$ cat src/rtl/mpsi_pkg.sv
package mpsi_pkg;
  localparam int unsigned ADDR_W = 16;
  localparam int unsigned REG_W  = 3;
  localparam int unsigned STAT_W = 8;
  localparam logic [REG_W-1:0] STAT_OFF = 3'd7;
endpackage

$ cat src/rtl/mpsi_addr_dec.sv
module mpsi_addr_dec
  import mpsi_pkg::*;
#(
  parameter int unsigned NUM_PORTS = 4,
  localparam int unsigned SEL_W = $clog2(NUM_PORTS) + REG_W,
  localparam int unsigned CMP_W = ADDR_W - SEL_W
) (
  input  logic [CMP_W-1:0]     sw_on_i,
  input  logic                 stat_en_i,
  input  logic [ADDR_W-1:0]    addr_i,
  input  logic                 rd_i,
  input  logic                 wr_i,
  output logic [NUM_PORTS-1:0] cs_o,
  output logic [REG_W-1:0]     reg_off_o,
  output logic                 stat_rd_o,
  output logic                 stat_wr_o
);
  localparam int unsigned IDX_W = SEL_W - REG_W;

  logic             base_hit;
  logic             stat_slot;
  logic [IDX_W-1:0] port_idx;

  // ON switch => address bit must be 0
  assign base_hit  = (addr_i[ADDR_W-1:SEL_W] == ~sw_on_i);
  assign port_idx  = addr_i[SEL_W-1:REG_W];
  assign reg_off_o = addr_i[REG_W-1:0];
  assign stat_slot = base_hit && stat_en_i && (reg_off_o == STAT_OFF);
  assign stat_rd_o = stat_slot && rd_i;
  assign stat_wr_o = stat_slot && wr_i;

  for (genvar p = 0; p < NUM_PORTS; p++) begin : g_cs
    assign cs_o[p] = base_hit && !stat_slot && (port_idx == IDX_W'(p));
  end
endmodule

$ cat src/rtl/mpsi_irq_merge.sv
module mpsi_irq_merge
  import mpsi_pkg::*;
#(
  parameter int unsigned NUM_PORTS  = 4,
  parameter int unsigned RETRIG_CYC = 2,
  localparam int unsigned CNT_W = $clog2(RETRIG_CYC + 1)
) (
  input  logic                 clk_i,
  input  logic                 rst_ni,
  input  logic [NUM_PORTS-1:0] irq_i,
  input  logic [NUM_PORTS-1:0] out2_i,
  input  logic                 retrig_i,
  output logic [STAT_W-1:0]    stat_o,
  output logic                 irq_o
);
  logic [CNT_W-1:0] gap_q;
  logic             any_pend;

  for (genvar k = 0; k < STAT_W; k++) begin : g_stat
    if (k < NUM_PORTS) begin : g_live
      assign stat_o[k] = irq_i[k] && out2_i[k];
    end else begin : g_absent
      assign stat_o[k] = 1'b0;
    end
  end

  assign any_pend = |stat_o;

  always_ff @(posedge clk_i or negedge rst_ni) begin
    if (!rst_ni) begin
      gap_q <= '0;
    end else if (retrig_i && any_pend) begin
      gap_q <= CNT_W'(RETRIG_CYC);
    end else if (gap_q != '0) begin
      gap_q <= gap_q - 1'b1;
    end
  end

  assign irq_o = any_pend && (gap_q == '0);

  AST_IRQ_IDLE: assert property (@(posedge clk_i) disable iff (!rst_ni)
    !any_pend |-> !irq_o);
  AST_RETRIG_GAP: assert property (@(posedge clk_i) disable iff (!rst_ni)
    (retrig_i && any_pend) |=> !irq_o);
  AST_REARM: assert property (@(posedge clk_i) disable iff (!rst_ni)
    ($past(gap_q) == CNT_W'(1) && !$past(retrig_i) && any_pend) |-> irq_o);
endmodule

$ cat src/rtl/mpsi_glue.sv
module mpsi_glue
  import mpsi_pkg::*;
#(
  parameter int unsigned NUM_PORTS  = 4,
  parameter int unsigned RETRIG_CYC = 2,
  localparam int unsigned SEL_W = $clog2(NUM_PORTS) + REG_W,
  localparam int unsigned CMP_W = ADDR_W - SEL_W
) (
  input  logic                 clk_i,
  input  logic                 rst_ni,
  input  logic [CMP_W-1:0]     sw_on_i,
  input  logic                 stat_en_i,
  input  logic [ADDR_W-1:0]    addr_i,
  input  logic                 rd_i,
  input  logic                 wr_i,
  input  logic [NUM_PORTS-1:0] irq_i,
  input  logic [NUM_PORTS-1:0] out2_i,
  output logic [NUM_PORTS-1:0] cs_o,
  output logic [REG_W-1:0]     reg_off_o,
  output logic                 stat_rd_o,
  output logic [STAT_W-1:0]    stat_o,
  output logic                 irq_o
);
  logic stat_wr;

  mpsi_addr_dec #(.NUM_PORTS(NUM_PORTS)) u_dec (
    .sw_on_i   (sw_on_i),
    .stat_en_i (stat_en_i),
    .addr_i    (addr_i),
    .rd_i      (rd_i),
    .wr_i      (wr_i),
    .cs_o      (cs_o),
    .reg_off_o (reg_off_o),
    .stat_rd_o (stat_rd_o),
    .stat_wr_o (stat_wr)
  );

  mpsi_irq_merge #(.NUM_PORTS(NUM_PORTS), .RETRIG_CYC(RETRIG_CYC)) u_irq (
    .clk_i    (clk_i),
    .rst_ni   (rst_ni),
    .irq_i    (irq_i),
    .out2_i   (out2_i),
    .retrig_i (stat_wr),
    .stat_o   (stat_o),
    .irq_o    (irq_o)
  );

  AST_CS_ONEHOT: assert property (@(posedge clk_i) disable iff (!rst_ni)
    $onehot0(cs_o));
  AST_STAT_NO_CS: assert property (@(posedge clk_i) disable iff (!rst_ni)
    stat_rd_o |-> (cs_o == '0));
  AST_CS_OFFSET: assert property (@(posedge clk_i) disable iff (!rst_ni)
    (cs_o != '0) |-> (reg_off_o == addr_i[REG_W-1:0]));
  AST_GATED_IRQ: assert property (@(posedge clk_i) disable iff (!rst_ni)
    ((irq_i & out2_i) == '0) |-> !irq_o);
endmodule

$ cat config.mk
export PLATFORM = sky130hd
export DESIGN_NAME = mpsi_glue
export DESIGN_NICKNAME = d
export VERILOG_FILES = /design/src/rtl/mpsi_pkg.sv /design/src/rtl/mpsi_addr_dec.sv /design/src/rtl/mpsi_irq_merge.sv /design/src/rtl/mpsi_glue.sv
export SDC_FILE = /design/constraint.sdc
export NUM_CORES = 1
export LEC_CHECK = 0
export BUFFER_PORTS_ARGS = -buffer_cell sky130_fd_sc_hd__buf_2
export CELL_PAD_IN_SITES_DETAIL_PLACEMENT = 1
export CELL_PAD_IN_SITES_GLOBAL_PLACEMENT = 1
export CORE_MARGIN = 4
export CORE_UTILIZATION = 18
export CTS_CLUSTER_DIAMETER = 200
export CTS_CLUSTER_SIZE = 25
export DETAILED_ROUTE_END_ITERATION = 16
export GPL_ROUTABILITY_DRIVEN = 1
export PLACE_DENSITY = 0.78
export SYNTH_ARGS = -nofsm -noshare
export SYNTH_HDL_FRONTEND = slang
export SYNTH_SLANG_ARGS = --single-unit
$ cat constraint.sdc
create_clock -name clk_i -period 3.3 [get_ports clk_i]
set_input_delay 0.495 -clock clk_i [delete_from_list [all_inputs] [get_ports clk_i]]
set_output_delay 0.495 -clock clk_i [all_outputs]
set_load 0.02 [all_outputs]
# --- Word-level counts from Yosys, hierarchy flattened ---
# Cells that the tools add are included.
word_totals:
  elab_cells: 31
  regBits: 2
classes:
  mux: 2
  reduce_logical: 21
  n_bitwise: 1
  n_addsub: 1
  eq_ne: 5
op_table:
  columns: ["operator", "count"]
  rows:
  - ["1-bit logical AND", 15]
  - ["11-bit == test", 1]
  - ["11-bit NOT", 1]
  - ["2-bit == test (second input constant)", 2]
  - ["2-bit zero test", 2]
  - ["2-bit 2-to-1 mux", 2]
  - ["2-bit nonzero test", 2]
  - ["4-bit OR reduction", 1]
  - ["3-bit == test (second input constant)", 1]
  - ["2-bit by 1-bit == test with 1-bit output (second input constant)", 1]
  - ["2-bit by 1-bit subtractor with 2-bit output (second input constant)", 1]
  - ["1-bit zero test", 1]

# --- Longest topological paths before layout ---
depth:
  word_depth: 7
  depth_mapped: 4
  ltp_nobuf: 4

# --- Modules after synthesis ---
# A second synthesis with hierarchy kept.
hier_totals:
  cells_unflattened: 51
  area_unflattened_um2: 411.6
modules_own_cells:
  columns: ["module", "seq_area_each_um2", "area_per_inst_um2", "n_inst", "cells_per_inst"]
  rows:
  - ["mpsi_addr_dec", 0.0, 231.5, 1, 31]
  - ["mpsi_irq_merge", 50.0, 180.2, 1, 20]

# --- Least setup slack after synthesis ---
# No wires, ideal clock.
synth_path:
  kind: "input to output"
  startpoint: "input port sw_on_i[4]"
  endpoint: "output port cs_o[1]"
  path_stages: 4
  required_time_ns: 2.805
  arrival_time_ns: 1.640
  setup_slack_ns: 1.165
  cell_sequence: "xnor2_1 nor4_2 nand4_1 nor3b_1"
synth_between:
  elab_chain_cells: 7
synth_rtl:
  columns: ["element", "line_no", "text"]
  rows:
  - ["from (decl)", "mpsi_glue.sv:11", "input logic [CMP_W-1:0] sw_on_i,"]
  - ["11-bit NOT (*)", "mpsi_addr_dec.sv:25", "assign base_hit = (addr_i[ADDR_W-1:SEL_W] == ~sw_on_i);"]
  - ["11-bit == test (*)", "mpsi_addr_dec.sv:25", null]
  - ["1-bit logical AND (2 in a row)", "mpsi_addr_dec.sv:28", "assign stat_slot = base_hit && stat_en_i && (reg_off_o == STAT_OFF);"]
  - ["1-bit zero test", "mpsi_addr_dec.sv:33", "assign cs_o[p] = base_hit && !stat_slot && (port_idx == IDX_W'(p));"]
  - ["1-bit logical AND (*) (2 in a row)", "mpsi_addr_dec.sv:33", null]
  - ["to (decl)", "mpsi_glue.sv:18", "output logic [NUM_PORTS-1:0] cs_o,"]
# Mark *: on every way between the ends. The rest lies on a longest branch, timed or not.

# --- Worst setup path in the final report ---
layout_path:
  startpoint: "input port addr_i[9]"
  endpoint: "output port cs_o[1]"
layout_between:
  elab_chain_cells: 6
layout_rtl:
  columns: ["element", "line_no", "text"]
  rows:
  - ["from (decl)", "mpsi_glue.sv:13", "input logic [ADDR_W-1:0] addr_i,"]
  - ["11-bit == test (*)", "mpsi_addr_dec.sv:25", null]
  - ["1-bit logical AND (2 in a row)", "mpsi_addr_dec.sv:28", null]
  - ["1-bit zero test", "mpsi_addr_dec.sv:33", null]
  - ["1-bit logical AND (*) (2 in a row)", "mpsi_addr_dec.sv:33", null]
# Marks and branches as above.

==> out/metrics.cfg <==
[yosys]
synth_cell_types=21
yosys_warnings=0
ys_async_sr_fraction=1.000
yosysSeqAreaShare=0.1270
yosysTopAreaCell=xnor2_1
synth_edf_count=0
yosys-top-cells-count=xnor2_1, buf_4, and2_1
ys.flop_type=dfrtp_1
syn_avg_cell_area_um2=8.211
synthTopCellsByArea=xnor2_1, buf_4, dfrtp_1, and2_1, nor3b_1
yosysMostFrequentCell=xnor2_1
yosysTopAreaCellShare=0.2444
syn-cell-area_um2=394.1
yosys_register_bits=2
netlist_instances=48

[pwr]
power_density_nw_per_um2=356.3
power_uw=238.5
irDropWorstVdd_v=0.0001665
leakage_nw=0.3624

[die]
core-area_um2=2022
fp.dieW_um=54.80
dieArea_um2=3002
row_count=16
die_h_um=54.80
start_util=0.1949
io_pins=57

[critical_path]
worstPathCellList=buf_2 > xnor2_1 > nor4_2 > nand4_1 > nor3b_1 > buf_2
start_kind=primary input
critPathMostFrequentCell=buf_2
crit_arrival_ns=1.67
slowest_delay_ns=0.30
worst_setup_path_end_kind=output port
crit_type=in2out
worstPathRequired_ns=2.80
critical_path_peak_fanout=4
slowest_stage=nor4_2

[global_route]
grt_use_total=0.09249
overflow=0
antenna_found_initial=0
grt_max_degree=5
grt_pass1_wl_um=1973
grt_pass1_vias=497

[placed_design]
post-place-ws_ns=1.114
gp_congestion=0.6083
io_buffers=52
dpl.hpwl_um=1277
dp.cells=123
place_area_um2=646.9

[drt]
num_vias=511
wire_per_inst_um=10.77
postRouteAntennaNets=0
drc_errors=0
drt-total-wl_um=1357
via_per_inst=4.056
dr.pass1.iters=2
drt_iter0_markers=5

[sta]
rsz0062_at_grt=no
fmax_mhz=461.7
finalSetupViolCount=0
clock_skew_ns=0.0002482
setup-tns-final_ns=0
layout_min_cycle_time_ns=2.166
setup_ws_ns=1.134
maxSlewViolCount=0
finalHoldViolations=0
fin_crit_sh=0.6564
fin_hold_ws_ns=0.04975

[cts]
h-tree-depth=1
cts_inserted_buffers=3
cts.clk_slew.worst_paths_ns=0.03
clock_sinks=2
post_cts_buffers=0
cts-root-buf=clkbuf_4
cts_tree=done
cts_buffer_depth=2
cts_resized=0
ctsHoldBuffers=0
worstSkewPairLatency_ns=0.22

[min_path]
hold_class=in2async

[job]
cap_viol_max_count=0

[cells_and_area]
final_core_util=0.3311
reg_top3=u_irq.gap_q x2
regMostFlops=u_irq.gap_q
drive_gt1_frac=0.5960
final_cells=126
largest_register_ffs=2
nets=142
syn_to_final_growth_pct=69.84
diodes=0
final_cell_area_um2=669.4
nFillCells=279

[run_status]
status=completed

-- critical path, delay by kind of cell --
| family | cells | cell delay, ns |
|---|---|---|
| buffers and inverters | 2 | 0.30 |
| AND/OR/NAND/NOR | 3 | 0.75 |
| XOR/XNOR | 1 | 0.12 |
-- metal layers --
layer / part of all wire / wire length [um] / GRT usage
met5: 0 / 0 / 0
met4: 0 / 0 / 0.06224
met3: 0.13 / 178 / 0.02725
met2: 0.56 / 757 / 0.1713
met1: 0.31 / 421 / 0.08548
-- layout make-up --
cell class                 count  area [um^2]  share of cell area
multi-input combinational     40        295.3              0.4411
timing repair buffer          52        260.3              0.3888
sequential                     2        50.05             0.07477
tap                           27        33.78             0.05047
clock buffer                   3        22.52             0.03364
inverter                       2        7.507             0.01121
-- final timing paths --
path,start,end,slack (ns),cells past startpoint
setup / recovery,addr_i[9],cs_o[1],1.13,6
hold reg to reg,u_irq.gap_q[0]$_DFFE_PN0P_,u_irq.gap_q[0]$_DFFE_PN0P_,0.60,2
setup reg to reg,u_irq.gap_q[0]$_DFFE_PN0P_,u_irq.gap_q[1]$_DFFE_PN0P_,2.24,4
hold / removal,rst_ni,u_irq.gap_q[1]$_DFFE_PN0P_,0.05,1
max in group asynchronous,rst_ni,u_irq.gap_q[0]$_DFFE_PN0P_,3.16,1
min in group clk_i,wr_i,u_irq.gap_q[0]$_DFFE_PN0P_,0.47,2
-- cells by family (layout without fill, tap and decap cells) --
group                      count (synthesis)  count (layout)  synth area share
other                                      1               4          0.009515
buffers and inverters                      9              57            0.1524
DFF                                        2               2            0.1270
adders and majority gates                  1               1           0.03174
AOI/OAI and AO/OA                          2               2           0.03811
xor gates and xnor gates                  12              12            0.2667
muxes                                      1               1           0.02540
and+or+nand+nor                           20              20            0.3492
-- cells in the final DEF (no fill, tap or decap), drive strengths merged, types with 2 or more instances in the layout --
master | synthesis | routed
and2 | 6 | 6
conb | 1 | 4
clkbuf | 0 | 3
inv | 2 | 2
xnor2 | 11 | 11
and4 | 2 | 2
nor2 | 2 | 2
buf | 7 | 52
nor3 | 3 | 3
dfrtp | 2 | 2
nor3b | 3 | 3
-- report_power, final --
group	total [mW]	leakage [nW]	switching (mW)	internal [mW]
Clock	0.0537	0.0138	0.0137	0.0401
Sequential	0.0450	0.0233	0.00600	0.0389
Combinational	0.140	0.325	0.0674	0.0724
Power figures use the tool's default switching activity.
